<file path="config.mk">
export PLATFORM = sky130hd
export DESIGN_NAME = uart_rx_deframer
export DESIGN_NICKNAME = d
export VERILOG_FILES = /design/src/rtl/uart_rx_pkg.sv /design/src/rtl/uart_rx_sampler.sv /design/src/rtl/uart_rx_buffer.sv /design/src/rtl/uart_rx_deframer.sv
export SDC_FILE = /design/constraint.sdc
export NUM_CORES = 1
export LEC_CHECK = 0
export BUFFER_PORTS_ARGS = -buffer_cell sky130_fd_sc_hd__clkbuf_2
export CAP_MARGIN = 10
export CORE_MARGIN = 5
export CORE_UTILIZATION = 54
export DETAILED_ROUTE_END_ITERATION = 12
export PLACE_DENSITY = 0.76
export SLEW_MARGIN = 0
export SYNTH_ARGS = -nofsm -noshare
export SYNTH_HDL_FRONTEND = slang
export SYNTH_SLANG_ARGS = --single-unit
</file>
<file path="constraint.sdc">
create_clock -name clk -period 2.4 [get_ports clk]
set_input_delay 0.36 -clock clk [delete_from_list [all_inputs] [get_ports clk]]
set_output_delay 0.36 -clock clk [all_outputs]
set_load 0.05 [all_outputs]
</file>
<file path="src/rtl/uart_rx_pkg.sv">
package uart_rx_pkg;

    typedef enum logic [2:0] {
        ST_IDLE,
        ST_START,
        ST_DATA,
        ST_PAR,
        ST_STOP
    } rx_state_e;

    typedef struct packed {
        logic [7:0] data;
        logic       perr;
        logic       ferr;
    } rx_word_t;

endpackage

</file>
<file path="src/rtl/uart_rx_sampler.sv">
module uart_rx_sampler
    import uart_rx_pkg::*;
#(
    parameter int OSR = 16
) (
    input  logic       clk,
    input  logic       rst_n,
    input  logic       os_tick,
    input  logic       rxd,
    input  logic       active,
    input  logic [1:0] word_len,
    input  logic       par_on,
    input  logic       par_even,
    input  logic       par_fixed,
    output logic       w_valid,
    output rx_word_t   w_word
);

    localparam int CW = $clog2(OSR);
    localparam logic [CW-1:0] MID_CNT  = CW'(OSR / 2 - 1);
    localparam logic [CW-1:0] LAST_CNT = CW'(OSR - 1);

    typedef struct packed {
        rx_state_e  st;
        logic [CW-1:0] cnt;
        logic [2:0] idx;
        logic [7:0] sh;
        logic       pbit;
        logic [1:0] sync;
    } samp_t;

    samp_t s_d, s_q;

    logic       line;
    logic [2:0] last_idx;
    logic [7:0] data_al;
    logic       exp_par;

    always_comb begin
        s_d      = s_q;
        s_d.sync = {s_q.sync[0], rxd};
        line     = s_q.sync[1];
        last_idx = 3'd4 + {1'b0, word_len};
        data_al  = s_q.sh >> (~word_len);
        exp_par  = par_fixed ? ~par_even : (par_even ? ^data_al : ~^data_al);
        w_valid  = 1'b0;
        w_word   = '{data: data_al, perr: par_on & (s_q.pbit != exp_par), ferr: ~line};

        if (!active) begin
            s_d.st  = ST_IDLE;
            s_d.cnt = '0;
        end else if (os_tick) begin
            s_d.cnt = s_q.cnt + 1'b1;
            unique case (s_q.st)
                ST_IDLE: begin
                    s_d.cnt = '0;
                    if (!line) s_d.st = ST_START;
                end
                ST_START: begin
                    if (s_q.cnt == MID_CNT) begin
                        s_d.cnt = '0;
                        s_d.idx = '0;
                        s_d.st  = line ? ST_IDLE : ST_DATA;
                    end
                end
                ST_DATA: begin
                    if (s_q.cnt == LAST_CNT) begin
                        s_d.sh  = {line, s_q.sh[7:1]};
                        s_d.idx = s_q.idx + 1'b1;
                        if (s_q.idx == last_idx) s_d.st = par_on ? ST_PAR : ST_STOP;
                    end
                end
                ST_PAR: begin
                    if (s_q.cnt == LAST_CNT) begin
                        s_d.pbit = line;
                        s_d.st   = ST_STOP;
                    end
                end
                ST_STOP: begin
                    if (s_q.cnt == LAST_CNT) begin
                        w_valid = 1'b1;
                        s_d.st  = ST_IDLE;
                    end
                end
                default: s_d.st = ST_IDLE;
            endcase
        end
    end

    always_ff @(posedge clk or negedge rst_n) begin
        if (!rst_n) begin
            s_q <= '{st: ST_IDLE, cnt: '0, idx: '0, sh: '0, pbit: 1'b0, sync: 2'b11};
        end else begin
            s_q <= s_d;
        end
    end


    gate_idle_chk: assert property (@(posedge clk) disable iff (!rst_n)
        !active |=> s_q.st == ST_IDLE);


    word_on_tick_chk: assert property (@(posedge clk) disable iff (!rst_n)
        w_valid |-> (os_tick && active));


    start_abort_chk: assert property (@(posedge clk) disable iff (!rst_n)
        (active && os_tick && s_q.st == ST_START && s_q.cnt == MID_CNT && line)
        |=> s_q.st == ST_IDLE);

endmodule

</file>
<file path="src/rtl/uart_rx_buffer.sv">
module uart_rx_buffer
    import uart_rx_pkg::*;
#(
    parameter int DEPTH = 4
) (
    input  logic     clk,
    input  logic     rst_n,
    input  logic     fifo_on,
    input  logic     w_valid,
    input  rx_word_t w_word,
    input  logic     rd_en,
    output logic     avail,
    output logic     full,
    output logic     ovr,
    output rx_word_t head
);

    localparam int AW = (DEPTH > 1) ? $clog2(DEPTH) : 1;
    localparam int CW = $clog2(DEPTH + 1);
    localparam logic [AW-1:0] LAST_PTR = AW'(DEPTH - 1);
    localparam logic [CW-1:0] CAP      = CW'(DEPTH);

    typedef struct packed {
        rx_word_t [DEPTH-1:0] mem;
        logic [AW-1:0]        wp;
        logic [AW-1:0]        rp;
        logic [CW-1:0]        cnt;
        logic                 ovr;
    } buf_t;

    buf_t b_d, b_q;
    logic push, pop;

    always_comb begin
        b_d   = b_q;
        avail = (b_q.cnt != '0);
        full  = fifo_on ? (b_q.cnt == CAP) : avail;
        pop   = rd_en && avail;
        push  = w_valid && !full;
        head  = b_q.mem[b_q.rp];
        ovr   = b_q.ovr;

        if (w_valid && full) b_d.ovr = 1'b1;
        if (push) begin
            b_d.mem[b_q.wp] = w_word;
            b_d.wp = (b_q.wp == LAST_PTR) ? '0 : b_q.wp + 1'b1;
        end
        if (pop) b_d.rp = (b_q.rp == LAST_PTR) ? '0 : b_q.rp + 1'b1;
        if (push && !pop)      b_d.cnt = b_q.cnt + 1'b1;
        else if (pop && !push) b_d.cnt = b_q.cnt - 1'b1;
    end

    always_ff @(posedge clk or negedge rst_n) begin
        if (!rst_n) begin
            b_q <= '0;
        end else begin
            b_q <= b_d;
        end
    end


    cnt_bound_chk: assert property (@(posedge clk) disable iff (!rst_n)
        b_q.cnt <= CAP);


    single_cap_chk: assert property (@(posedge clk) disable iff (!rst_n)
        (!fifo_on && avail && w_valid && !rd_en) |=> b_q.cnt == $past(b_q.cnt));


    ovr_sticky_chk: assert property (@(posedge clk) disable iff (!rst_n)
        b_q.ovr |=> b_q.ovr);


    ovr_set_chk: assert property (@(posedge clk) disable iff (!rst_n)
        (w_valid && full) |=> (b_q.ovr && b_q.cnt == $past(b_q.cnt) - CW'(rd_en)));

endmodule

</file>
<file path="src/rtl/uart_rx_deframer.sv">
module uart_rx_deframer
    import uart_rx_pkg::*;
#(
    parameter int OSR   = 16,
    parameter int DEPTH = 4
) (
    input  logic       clk,
    input  logic       rst_n,
    input  logic       os_tick,
    input  logic       rxd,
    input  logic       uart_on,
    input  logic       rx_on,
    input  logic       fifo_on,
    input  logic [1:0] word_len,
    input  logic       par_on,
    input  logic       par_even,
    input  logic       par_fixed,
    input  logic       rd_en,
    output logic       rx_avail,
    output logic       rx_full,
    output logic       rx_ovr,
    output logic [7:0] rd_data,
    output logic       rd_perr,
    output logic       rd_ferr
);

    logic     active;
    logic     w_valid;
    rx_word_t w_word;
    rx_word_t head;

    assign active = uart_on & rx_on;

    uart_rx_sampler #(.OSR(OSR)) u_samp (
        .clk       (clk),
        .rst_n     (rst_n),
        .os_tick   (os_tick),
        .rxd       (rxd),
        .active    (active),
        .word_len  (word_len),
        .par_on    (par_on),
        .par_even  (par_even),
        .par_fixed (par_fixed),
        .w_valid   (w_valid),
        .w_word    (w_word)
    );

    uart_rx_buffer #(.DEPTH(DEPTH)) u_buf (
        .clk     (clk),
        .rst_n   (rst_n),
        .fifo_on (fifo_on),
        .w_valid (w_valid),
        .w_word  (w_word),
        .rd_en   (rd_en),
        .avail   (rx_avail),
        .full    (rx_full),
        .ovr     (rx_ovr),
        .head    (head)
    );

    assign rd_data = head.data;
    assign rd_perr = head.perr;
    assign rd_ferr = head.ferr;


    upper_zero_chk: assert property (@(posedge clk) disable iff (!rst_n)
        (rx_avail && word_len == 2'b00) |-> rd_data[7:5] == 3'b000);

endmodule

</file>
-- After elaboration in Yosys (flattened, before gate mapping)
Cells that the tools add are included.
- bitwise logic cells: 5
- reductions and logical operators: 19
- equal/unequal tests: 20
- shift-type cells: 1
- magnitude comparators: 3
- add/subtract/negate cells: 7
- muxes and demuxes: 33
- operators with widths (kind ; count):
    $bwmux W40 ; 1
    $mux W10 ; 3
    $mux W3 ; 8
    $bmux W10 S2 ; 1
    $demux W10 S2 ; 1
    $mux W19 ; 1
    $ne A3 B3 Y1 const B ; 6
    $pmux W3 S5 ; 1
    $mux W11 ; 1
    $mux W1 ; 9
    $mux W8 ; 1
    $pmux W4 S2 ; 1
    $reduce_and A4 Y1 ; 2
    $reduce_xnor A8 Y1 ; 1
    $reduce_xor A8 Y1 ; 1
    $shr A8 B2 Y8 ; 1
    $mux W7 ; 1
    $reduce_and A7 Y1 ; 1
    $add A3 B1 Y3 const B ; 2
    $eq A3 B2 Y1 const B ; 2
    $eq A3 B3 Y1 const B ; 2
    $logic_and A1 B1 Y1 ; 6
    $lt A2 B3 Y1 const B ; 2
    $mux W2 ; 3
    other kinds (22) ; 30
- output and inout bits: 13
- word-level logic and storage cells: 110
- register bits: 69
- input bits: 13

-- Depth between registers and ports, before layout
Gate-level depths: netlist (run 1).
- word-level depth: 10
- gate-level depth with buffers: 10
- gate-level depth less buffers: 10

-- By module
From an unflattened synthesis (run 1), not the netlist that was laid out.
- cells, all modules: 276
- area, all modules: 3570.9 µm²
- modules (own cells, without submodules) (module ; area an instance (µm²) ; times used ; cells each ; seq. area each (µm²)):
    uart_rx_buffer ; 2220.9 ; 1 ; 136 ; 1201.2
    uart_rx_sampler ; 1343.8 ; 1 ; 139 ; 528.0
    uart_rx_deframer ; 6.3 ; 1 ; 1 ; 0.0

-- Worst setup path after synthesis (run 1)
Ideal clock, no wire load.
- path kind: register to register
- start point: register u_buf.b_q[2] (netlist name)
- end point: register u_buf.b_q[3] (netlist name)
- period minus slack after synthesis: 2973 ps
- setup time: 79 ps
- arrival time: 2893 ps
- setup slack: -573 ps
- buffers on the path: 0
- stages on the path, launching flop included: 11
- required time: 2321 ps
- cells stage by stage: dfrtp_1 or3_1 nand2_1 inv_2 nor4_2 ha_1 inv_1 fa_1 xor2_1 nor2_1 xor2_1
- cells in the longest elaborated chain, start to end: 7
- elaborated cells between the ends (all ways): 15
- those cells by class: add/sub: 2; eq/ne: 1; mux: 3; reduce/logical: 9
- RTL lines (what ; line ; RTL):
    start, declared ; uart_rx_buffer.sv:31 ; buf_t b_d, b_q;
    $reduce_bool A3 Y1 (*) ; uart_rx_buffer.sv:36 ; avail = (b_q.cnt != '0);
    named net rx_avail ; uart_rx_deframer.sv:19 ; output logic rx_avail,
    $mux W1 (*) ; uart_rx_buffer.sv:37 ; full = fifo_on ? (b_q.cnt == CAP) : avail;
    named net rx_full ; uart_rx_deframer.sv:20 ; output logic rx_full,
    $logic_not A1 Y1 (*) ; uart_rx_buffer.sv:39 ; push = w_valid && !full;
    $logic_and A1 B1 Y1 (*) ; uart_rx_buffer.sv:39 ;
    named net u_buf.push ; uart_rx_buffer.sv:32 ; logic push, pop;
    $logic_not A1 Y1 ; uart_rx_buffer.sv:50 ; else if (pop && !push) b_d.cnt = b_q.cnt - 1'b1;
    $logic_and A1 B1 Y1 ; uart_rx_buffer.sv:50 ;
    $reduce_bool A2 Y1 (no line) ; n/a ;
The timed path passes the listed nets; every way through them passes the cells marked *. The select of a mux whose other input is x is not followed.
A chain may end at the register's enable or synchronous reset.

-- Worst setup path after layout (run 1)
- start point: register u_buf.b_q[1] (netlist name)
- end point: register u_buf.b_q[3] (netlist name)
- cells in the longest elaborated chain, start to end: 7
- elaborated cells between the ends (all ways): 15
- those cells by class: add/sub: 2; eq/ne: 1; mux: 3; reduce/logical: 9
- RTL lines (what ; line):
    $eq A3 B3 Y1 / $reduce_bool A3 Y1 (equally long branches) ; uart_rx_buffer.sv:37, uart_rx_buffer.sv:36
    $mux W1 (*) ; uart_rx_buffer.sv:37
    $logic_not A1 Y1 (*) ; uart_rx_buffer.sv:39
    $logic_and A1 B1 Y1 (*) ; uart_rx_buffer.sv:39
    named net u_buf.push ; uart_rx_buffer.sv:32
    $logic_not A1 Y1 ; uart_rx_buffer.sv:50
    $logic_and A1 B1 Y1 ; uart_rx_buffer.sv:50
    $reduce_bool A2 Y1 (no line) ; n/a
Marked as above.

==> results.md, run 1 <==
* Max_slew headroom at 60.9%
* Final Hold Violating Endpoints at 0
* Final Hold Slack at 0.0925 ns
* Final max-slew violation count at 0
* Yosys warning count at 0
* Reg-to-Reg End: u_buf.b_q[3]
* Most frequent cells in the layout: 64 x dfrtp_1, 62 x nand2_1, 37 x o21ai_1, 24 x clkbuf_2, 21 x nor2_1
* FP Rows at 29
* CP Launch Type: flip-flop
* DRC at 0
* Final wirelength at 6770 µm
* Area of the multi-input gates at 0.00171 mm²
* Hold path depth at 1
* Fmax at 0.431 GHz
* Syn Nets at 357
* ANT nets after route at 0
* Commonest non-fill, non-tap cell in the layout: dfrtp_1
* FF+latch count, synth at 69
* Deepest clock path buffer count at 2
* N_diodes at 0
* Layout Cells excl Fill at 455
* Post-Synthesis Cell Area at approximately 0.0035 mm²
* Post-Synthesis Cells at 335
* CTS tree: yes
* Final setup violation count at 0
* Measured slew at the worst slew-check pin at 0.586 ns
* Dpl cells at 438
* Pre-antenna DRT Iters at 4
* Synth Area per Inst at 10.5 µm²
* Power density over the cells at just over 700 mW/mm²
* Initial core utilization at 55.4%
* Crit. End Element: flip-flop
* Final Wtd Congestion at 0.814
* Top FF cell, synth: dfrtp_1
* Nets at 395
* Vert. Die Dim at 90.7 µm
* Layout cells sized above 1 at 25.7%
* Dpl hpwl at 4920 µm
* Vias in the first global route at 2,557
* Flip-flop and latch area at 0.00173 mm²
* Area Growth Syn to Fin at 15.9%
* TNS Setup at 0 ns
* Final core utilization at around 64%
* Worst r2r src: u_buf.b_q[1]
* First-pass GRT wire length at about 12,000 µm
* Overflow after GRT at 0
* RSZ-0062 raised after global routing: yes
* Minimum clock period at 2.32 ns
* Fill cells at 502
* Clock skew at 0.0112 ns
* Peak supply drop at 0.448 mV
* Clk Tree Root Cell: clkbuf_8
* Largest net degree at the start of global routing at 38
* Hold WC Path Type: in2reg
* Seq/Total Area, Yosys at roughly half
* FF-to-FF path depth at 10
* WP data arrival at 2.59 ns
* Fin crit share at 96.7%
* DR WL/cell at 14.9 µm
* IO buf count at 25
* CP Max Fanout at 5
* Crit path launch: u_buf.b_q[1]
* Clock-pin slew on the worst setup and hold paths at 0.08 ns
* Count of different cell masters after synthesis at 46
* Via count at 2,543
* Worst-skew pair later-pin latency at 0.35 ns
* GRT Resource Usage Total at 18.2%
* Initial DRC Count at between 100 and 150
* Critical Path Sink: u_buf.b_q[3]
* Max Cap Violations at 0
* Full die area at 0.00822 mm²
* R2r setup slk at 0.08 ns
* Asr flop ratio synth at 100%
* DR vias/cell at 5.59
* Clock buffer count from CTS at 9
* Initial antenna violation count at 0
* Post-synth EDFFs at 0
* Leakage at just under 2 nW
* Status: finished, final reports clean
* IO Pins at 26
* Die Width at just over 90 µm
* Critical path class: reg2reg
* CTS H-tree depth at 3
* Core ar. at 0.00635 mm²
* CTS Sinks at just under 70
* CP Data Required Time at 2.67 ns
## logic make-up (layout without fill, tap and decap cells)
kind of cell    after synthesis  after routing  synth area share, %
simple gates                116            116                 14.8
mux                          38             38                 15.3
xor+xnor                     13             13                 3.88
fa+ha+maj                     9              9                 3.42
flops                        69             69                 49.2
buf+inv                      26             69                 3.38
compound gates               64             64                 10.1
## cell usage after synthesis, types with 3 or more instances
library cell  instances  area share, %
mux2_2                9            2.9
a21oi_1               3           0.43
buf_2                 8            1.1
nor2_1               21            2.2
nand3_1              12            1.7
ha_1                  8            2.8
xor2_1                6            1.5
xnor2_1               5            1.2
nor3_1                5           0.71
nand2_1              63            6.7
inv_1                10            1.1
dfrtp_1              67             48
a21o_1                3           0.64
mux4_2               10            6.4
o21ai_0              14            2.0
o21ai_1              37            5.3
mux2i_1              15            4.3
clkbuf_1              5           0.53
## critical path, stage by stage (launching register included)
cell and delay, ns:
dfrtp_2 0.44, or3_4 0.42, nand2_8 0.11, inv_8 0.04, nor4_4 0.15, ha_2 0.25, inv_2 0.04, fa_2 0.32
xor2_1 0.16, nor2_1 0.13, xor2_1 0.18
## flip-flops by register name, indices dropped and copies added, names as in the netlist
name / cells
u_buf.b_q: 47
u_buf.ovr: 1
u_samp.line: 1
u_samp.s_d: 1
u_samp.s_q: 19
## timing repair
action                     in CTS  in global routing
pin swaps                       0                  1
buffers inserted                0                  0
gates resized for setup         1                  5
hold buffers                    1                  0
hold endpoints to repair       13                  0
setup endpoints to repair       6                  2
## routing by layer
metal  GRT usage, %  vias to the layer above  routed length [µm]  part of all wire (%)
li1               -                     1248                   -                     -
met1           23.6                     1237                3020                    45
met2           29.8                       49                3390                    50
met3           3.42                        9                 264                   3.9
met4           7.44                        0                  98                   1.4
met5              0                        -                   0                     0
## worst min path at each step
stage / startpoint / end
after floorplan: rst_n / u_buf.b_q[10]
after global placement: rst_n / u_samp.s_q[13]
after detailed placement: rst_n / u_samp.s_q[13]
after CTS: rxd / u_samp.s_d[1]
after global routing: rxd / u_samp.s_d[1]
final: rxd / u_samp.s_d[1]
## report_power, final
part	leakage, nW	switching [mW]	internal, mW
clock	0.112	0.444	0.611
sequential	0.920	0.117	1.22
combinational	0.905	0.276	0.234
## cell type report
cell class              count  share of cell area [%]
repair buffers             42                    6.57
flip-flops and latches     69                    42.5
clock inverters             6                    2.12
multi-input cells         240                    41.8
well taps                  77                    2.36
inverters                  11                    1.20
clock buffers              10                    3.38
## through the flow
stage | power, mW | setup WS (ns) | instance area [µm²]
final | 2.90 | 0.0788 | 4080
after global routing | 3.04 | -0.0821 | 4080
after CTS | 2.92 | 0.0177 | 4060
after detailed placement | 1.86 | 0.0597 | 3830
after global placement | 1.83 | 0.155 | 3830
after floorplan | 1.71 | -0.0163 | 3550
Note: power is estimated with default switching activity, not from simulation.
==> inputs of run 2 (changes only) <==
--- a/config.mk
+++ b/config.mk
@@ -10,7 +10,7 @@
 export CORE_MARGIN = 5
 export CORE_UTILIZATION = 54
 export DETAILED_ROUTE_END_ITERATION = 12
-export PLACE_DENSITY = 0.76
+export PLACE_DENSITY = 0.77
 export SLEW_MARGIN = 0
 export SYNTH_ARGS = -nofsm -noshare
 export SYNTH_HDL_FRONTEND = slang
==> run 2 against run 1 <==
Global-route usage increased by 0.37 points. Core utilization decreased by 0.55 points. Non-clock buffer count increased by 1. Maximum frequency decreased by 0.51%. Total power decreased by 4.9%. Register-to-register slack about the same. Final cell count increased by 0.22%.
==> results.md, run 2 (synthesis results as in run 1) <==
* CTS Sinks at 69 (unchanged)
* CP Data Required Time at 2.67 ns (about the same)
* Final core utilization at 63.6% (-0.55 points)
* Vias in the first global route at 2,594 (+1.4%)
* RSZ-0062 raised after global routing: no
* Hold Buf Count CTS at 0 (-1)
* Hold WC Path Type: in2async
* Fin area at 0.00404 mm² (-0.86%)
* Full die area at 0.00822 mm² (unchanged)
* Dpl hpwl at 5040 µm (+2.4%)
* First-pass GRT wire length at 12,200 µm (+0.57%)
* Via count at 2,536 (-0.28%)
* Nets at 396 (+0.25%)
* Max Cap Violations at 0 (unchanged)
* Power density over the cells at 682 mW/mm² (-4.1%)
* Status: finished, final reports clean
* Fill cells at 521 (+3.8%)
* CTS tree: yes
* Area Growth Syn to Fin at 14.9%
* Layout Cells excl Fill at 456 (+0.22%)
* Critical path class: reg2reg
* ANT nets after route at 0 (unchanged)
* Clock buffer count from CTS at 9 (unchanged)
* DR WL/cell at 15.3 µm (+2.8%)
* Final wirelength at 6980 µm (+3.0%)
* GRT Resource Usage Total at 18.5% (+0.37 points)
* WP data arrival at 2.61 ns (+0.02 ns)
* Core ar. at 0.00635 mm² (unchanged)
* Deepest clock path buffer count at 2 (unchanged)
* DR vias/cell at 5.56 (-0.49%)
* Vert. Die Dim at 90.7 µm (unchanged)
* Total power at 2.76 mW (-4.9%)
* Largest regs: u_buf.b_q (47), u_samp.s_q (19)
* Fmax at 0.429 GHz (-0.51%)
* Pre-antenna DRT Iters at 4 (unchanged)
* Largest Register: u_buf.b_q
* Die Width at 90.7 µm (unchanged)
* N_diodes at 0 (unchanged)
* Crit. End Element: flip-flop
* Layout cells sized above 1 at 25.6% (-0.068 points)
* Minimum clock period at 2.33 ns (+0.0120 ns)
* IO Pins at 26 (unchanged)
* Final setup violation count at 0 (unchanged)
* Dpl cells at 438 (unchanged)
* Most frequent cells in the layout: 65 x dfrtp_1, 62 x nand2_1, 37 x o21ai_1, 24 x clkbuf_2, 21 x nor2_1
* Clock-pin slew on the worst setup and hold paths at 0.08 ns (about the same)
* Max_slew headroom at 58.2% (-2.7 points)
* CTS H-tree depth at 3 (unchanged)
* IO buf count at 25 (unchanged)
* Largest net degree at the start of global routing at 38 (unchanged)
* Worst-skew pair later-pin latency at 0.36 ns (about the same)
* Final max-slew violation count at 0 (unchanged)
* Overflow after GRT at 0 (unchanged)
* Placed Area at 0.00383 mm² (unchanged)
* Leakage at 1.92 nW (-0.62%)
* Measured slew at the worst slew-check pin at 0.627 ns (+0.0406 ns)
* Clk Tree Root Cell: clkbuf_8
* Final Hold Violating Endpoints at 0 (unchanged)
* Peak supply drop at 0.370 mV (-17%)
* CP Launch Type: flip-flop
* Commonest non-fill, non-tap cell in the layout: dfrtp_1
* Max reg flops at 47 (unchanged)
* Fin crit share at 97.2% (+0.50 points)
* Final Wtd Congestion at 0.802 (-1.5%)
* Final Hold Slack at 0.00923 ns (-0.0833 ns)
* Initial antenna violation count at 0 (unchanged)
* FP Rows at 29 (unchanged)
* Clock skew at 0.00991 ns (-0.00126 ns)
* DRC at 0 (unchanged)
* Initial DRC Count at 107 (-25%)
* CP Max Fanout at 5 (unchanged)
* Initial core utilization at 55.4% (unchanged)
## run 2: cell types whose count changed in the layout (fill, tap and decap cells not counted), sizes merged
cell | before | now
buf | 17 | 19
dlygate4sd3 | 1 | 0
bufinv | 2 | 0
inv | 11 | 12
clkinv | 3 | 4
## run 2: cell type report
class | instances | area [µm²] | area share (%)
sequential | 69 | 1730 | 42.9
clock buffer | 10 | 138 | 3.41
timing repair buffer | 43 | 273 | 6.75
tap | 77 | 96.3 | 2.38
clock inverter | 6 | 47.5 | 1.18
multi-input combinational | 240 | 1710 | 42.2
inverter | 11 | 48.8 | 1.21
## run 2: path summary, 6_finish.rpt
| check | endpoint | slack [ns] | from | cells after the start |
|---|---|---|---|---|
| max in group asynchronous | u_buf.b_q[17] | 1.77 | rst_n | 2 |
| min | u_samp.s_q[11] | 0.009 | rst_n | 1 |
| min reg2reg | u_samp.line | 0.37 | u_samp.s_d[1] | 0 |
| max | u_buf.b_q[3] | 0.07 | u_buf.b_q[3] | 10 |
| min in group clk | u_samp.s_d[1] | 0.08 | rxd | 1 |
| max reg2reg | u_buf.b_q[3] | 0.07 | u_buf.b_q[3] | 10 |
## run 2: metal layers
layer	vias up	track usage, %	routed length, µm
li1	1250	-	-
met1	1221	22.9	3080
met2	53	31.1	3470
met3	12	4.17	309
met4	0	7.82	124
met5	-	0	0
## run 2: through the flow
stage | setup slack, ns | TNS (ns)
after floorplan | -0.0163 | -0.0163
after global placement | 0.156 | 0
after detailed placement | 0.0375 | 0
after CTS | 0.00108 | 0
after global routing | 0.00556 | 0
final | 0.0668 | 0
## run 2: report_power, final
group	leakage, nW	internal, mW	total (mW)	switching, mW
registers	0.921	1.22	1.33	0.116
clock network	0.0928	0.409	0.882	0.472
logic	0.911	0.248	0.541	0.293
total	1.92	1.87	2.76	0.882
## run 2: worst max-delay path, cell delays in order (launching register included)
cell,delay (ns)
dfrtp_1,0.41
or3_4,0.44
nand2_8,0.11
inv_8,0.04
nor4_4,0.15
ha_2,0.23
inv_1,0.06
fa_2,0.34
xor2_1,0.16
nor2_1,0.13
xor2_1,0.18
## run 2: repair_timing
item | CTS | global route
endpoints found under the hold margin | 0 | 0
setup endpoints to repair | 0 | 7
setup buffers | 0 | 2
resized for setup | 0 | 4
==> inputs of run 3 (changes only) <==
--- a/config.mk
+++ b/config.mk
@@ -11,6 +11,7 @@
 export CORE_UTILIZATION = 54
 export DETAILED_ROUTE_END_ITERATION = 12
 export PLACE_DENSITY = 0.77
+export REMOVE_ABC_BUFFERS = 1
 export SLEW_MARGIN = 0
 export SYNTH_ARGS = -nofsm -noshare
 export SYNTH_HDL_FRONTEND = slang
==> run 3 against run 2 <==
Wire length is 2.4% lower. Worst setup slack improved by 0.057 ns. Largest cell class unchanged. First-iteration DRC count increased by 38%. Flip-flop and latch count is the same. Critical path depth decreased by 2. Count of clock-buffer cells in the layout is 4 higher. Via count barely moved. Clock skew is 0.00090 ns lower.
==> results.md, run 3 (synthesis results as in run 1) <==
* Status: finished, final reports clean
* Worst r2r src: u_samp.s_q[19]
* Commonest non-fill, non-tap cell in the layout: dfrtp_1
* ANT nets after route at 0 (unchanged)
* Final wirelength at 6810 µm (-2.4%)
* Nets at 400 (+1.0%)
* Core ar. at 0.00635 mm² (unchanged)
* Deepest clock path buffer count at 2 (unchanged)
* Initial core utilization at 55.4% (unchanged)
* CP Launch Type: flip-flop
* Total power at 2.81 mW (+1.8%)
* WP data arrival at 2.54 ns (-0.07 ns)
* Fmax at 0.439 GHz (+2.5%)
* Largest net degree at the start of global routing at 70 (+84%)
* Die Width at 90.7 µm (unchanged)
* Max_slew headroom at 62.2% (+4.0 points)
* Layout Cells excl Fill at 460 (+0.88%)
* Dpl hpwl at 4620 µm (-8.5%)
* Minimum clock period at 2.28 ns (-0.0569 ns)
* Most frequent cells in the layout: 67 x dfrtp_1, 62 x nand2_1, 37 x o21ai_1, 24 x clkbuf_2
* Critical path class: reg2reg
* Sw Ratio at 28.8% (-3.2 points)
* CTS H-tree depth at 3 (unchanged)
* Via count at 2,538 (+0.079%)
* Area Growth Syn to Fin at 15.3%
* Pre-antenna DRT Iters at 4 (unchanged)
* Clock skew at 0.00902 ns (-0.000895 ns)
* GRT Resource Usage Total at 18.0% (-0.55 points)
* DR WL/cell at 14.8 µm (-3.2%)
* Power density over the cells at 692 mW/mm² (+1.4%)
* DRC at 0 (unchanged)
* Initial antenna violation count at 0 (unchanged)
* IO buf count at 25 (unchanged)
* Largest Register: u_buf.b_q
* N_diodes at 0 (unchanged)
* RSZ-0062 raised after global routing: yes
* Final Wtd Congestion at 0.752 (-6.2%)
* CTS tree: yes
* Clk Tree Root Cell: clkbuf_8
* Full die area at 0.00822 mm² (unchanged)
* CP Max Fanout at 2 (-3)
* Power share of the combinational group at 21.3% (+1.7 points)
* Vert. Die Dim at 90.7 µm (unchanged)
* Clock-pin slew on the worst setup and hold paths at 0.08 ns (about the same)
* Fin crit share at 94.8% (-2.4 points)
* Crit. End Element: flip-flop
* Initial DRC Count at 148 (+38%)
* CTS Sinks at 69 (unchanged)
* Final setup violation count at 0 (unchanged)
* Max reg flops at 47 (unchanged)
* Max Cap Violations at 0 (unchanged)
* Seq pwr share at 45.7% (-2.7 points)
* CP Data Required Time at 2.66 ns (about the same)
* FP Rows at 29 (unchanged)
* Part of the power in the clock network at 33.0% (+1.0 points)
* Clock buffer count from CTS at 9 (unchanged)
* Crit path launch: u_samp.s_q[19]
* Dpl cells at 440 (+0.46%)
* Hold WC Path Type: in2async
* Final max-slew violation count at 0 (unchanged)
* IO Pins at 26 (unchanged)
* Worst-skew pair later-pin latency at 0.35 ns (about the same)
* First-pass GRT wire length at 11,900 µm (-1.8%)
* Fill cells at 515 (-1.2%)
* Peak supply drop at 0.501 mV (+35%)
* Sw power at 0.808 mW (-8.4%)
* Measured slew at the worst slew-check pin at 0.561 ns (-0.0656 ns)
* Vias in the first global route at 2,548 (-1.8%)
* Leakage at 1.94 nW (+0.96%)
* Largest regs: u_buf.b_q (47), u_samp.s_q (19)
* Hold Buf Count CTS at 0 (unchanged)
* Final Hold Violating Endpoints at 0 (unchanged)
* DR vias/cell at 5.52 (-0.79%)
* Overflow after GRT at 0 (unchanged)
* Internal power at 2.00 mW (+6.5%)
* Layout cells sized above 1 at 25.3% (-0.27 points)
## run 3: power groups by stage
stage          registers [mW]  logic (mW)  clock network, mW
5_1_grt                  1.29       0.653               1.00
3_5_place_dp             1.30       0.557                  0
2_1_floorplan            1.33       0.314                  0
4_1_cts                  1.28       0.570              0.939
6_report                 1.28       0.598              0.924
3_3_place_gp             1.30       0.537                  0
## run 3: area by class of cell
type / instances / area, µm² / share of cell area, %
Inverter: 11 / 41.3 / 1.02
Tap cell: 77 / 96.3 / 2.38
Clock inverter: 2 / 35.0 / 0.864
Sequential cell: 69 / 1730 / 42.7
Multi-Input combinational cell: 240 / 1700 / 41.9
Timing Repair Buffer: 47 / 303 / 7.47
Clock buffer: 14 / 153 / 3.77
## run 3: layer usage
metal | track usage (%) | up-vias | part of all wire (%)
met5 | 0 | - | 0
met4 | 8.44 | 0 | 2.4
met3 | 4.67 | 13 | 4.5
met2 | 27.3 | 41 | 46
met1 | 24.1 | 1230 | 47
li1 | - | 1254 | -
## run 3: stage by stage
| stage | TNS [ns] | worst slack (ns) | area [µm²] | util, % | hold slack [ns] |
|---|---|---|---|---|---|
| finish | 0 | 0.124 | 4050 | 63.8 | 0.00815 |
| floorplan | -1.11 | -0.573 | 3440 | - | 0.0644 |
| CTS | 0 | 0.0365 | 4020 | 63.3 | 0.0301 |
| global placement | 0 | 0.0686 | 3810 | 60.0 | 0.346 |
| detailed placement | -0.0895 | -0.0895 | 3810 | 60.0 | 0.348 |
| global route | -0.00333 | -0.00333 | 4050 | 63.8 | 0.0436 |
## run 3: critical path, stage by stage (launching register included)
cell and delay, ns:
dfrtp_1 0.38, or3b_4 0.42, nor4_4 0.30, ha_2 0.24, inv_2 0.04, fa_2 0.34, xor2_1 0.18, nor2_1 0.14
xor2_1 0.17
## run 3: repair_timing
action | 4_1_cts | 5_1_grt
setup buffers | 1 | 3
resized for setup | 4 | 4
setup endpoints to repair | 1 | 2
pin swaps | 2 | 5
## run 3: path summary, 6_finish.rpt
path,to,slack [ns],depth (start not counted)
min,u_buf.b_q[12],0.008,2
min in group clk,u_samp.s_d[1],0.09,1
max in group asynchronous,u_samp.s_d[1],2.04,2
max reg2reg,u_buf.b_q[3],0.12,8
max,u_buf.b_q[3],0.12,8
min reg2reg,u_samp.line,0.36,0
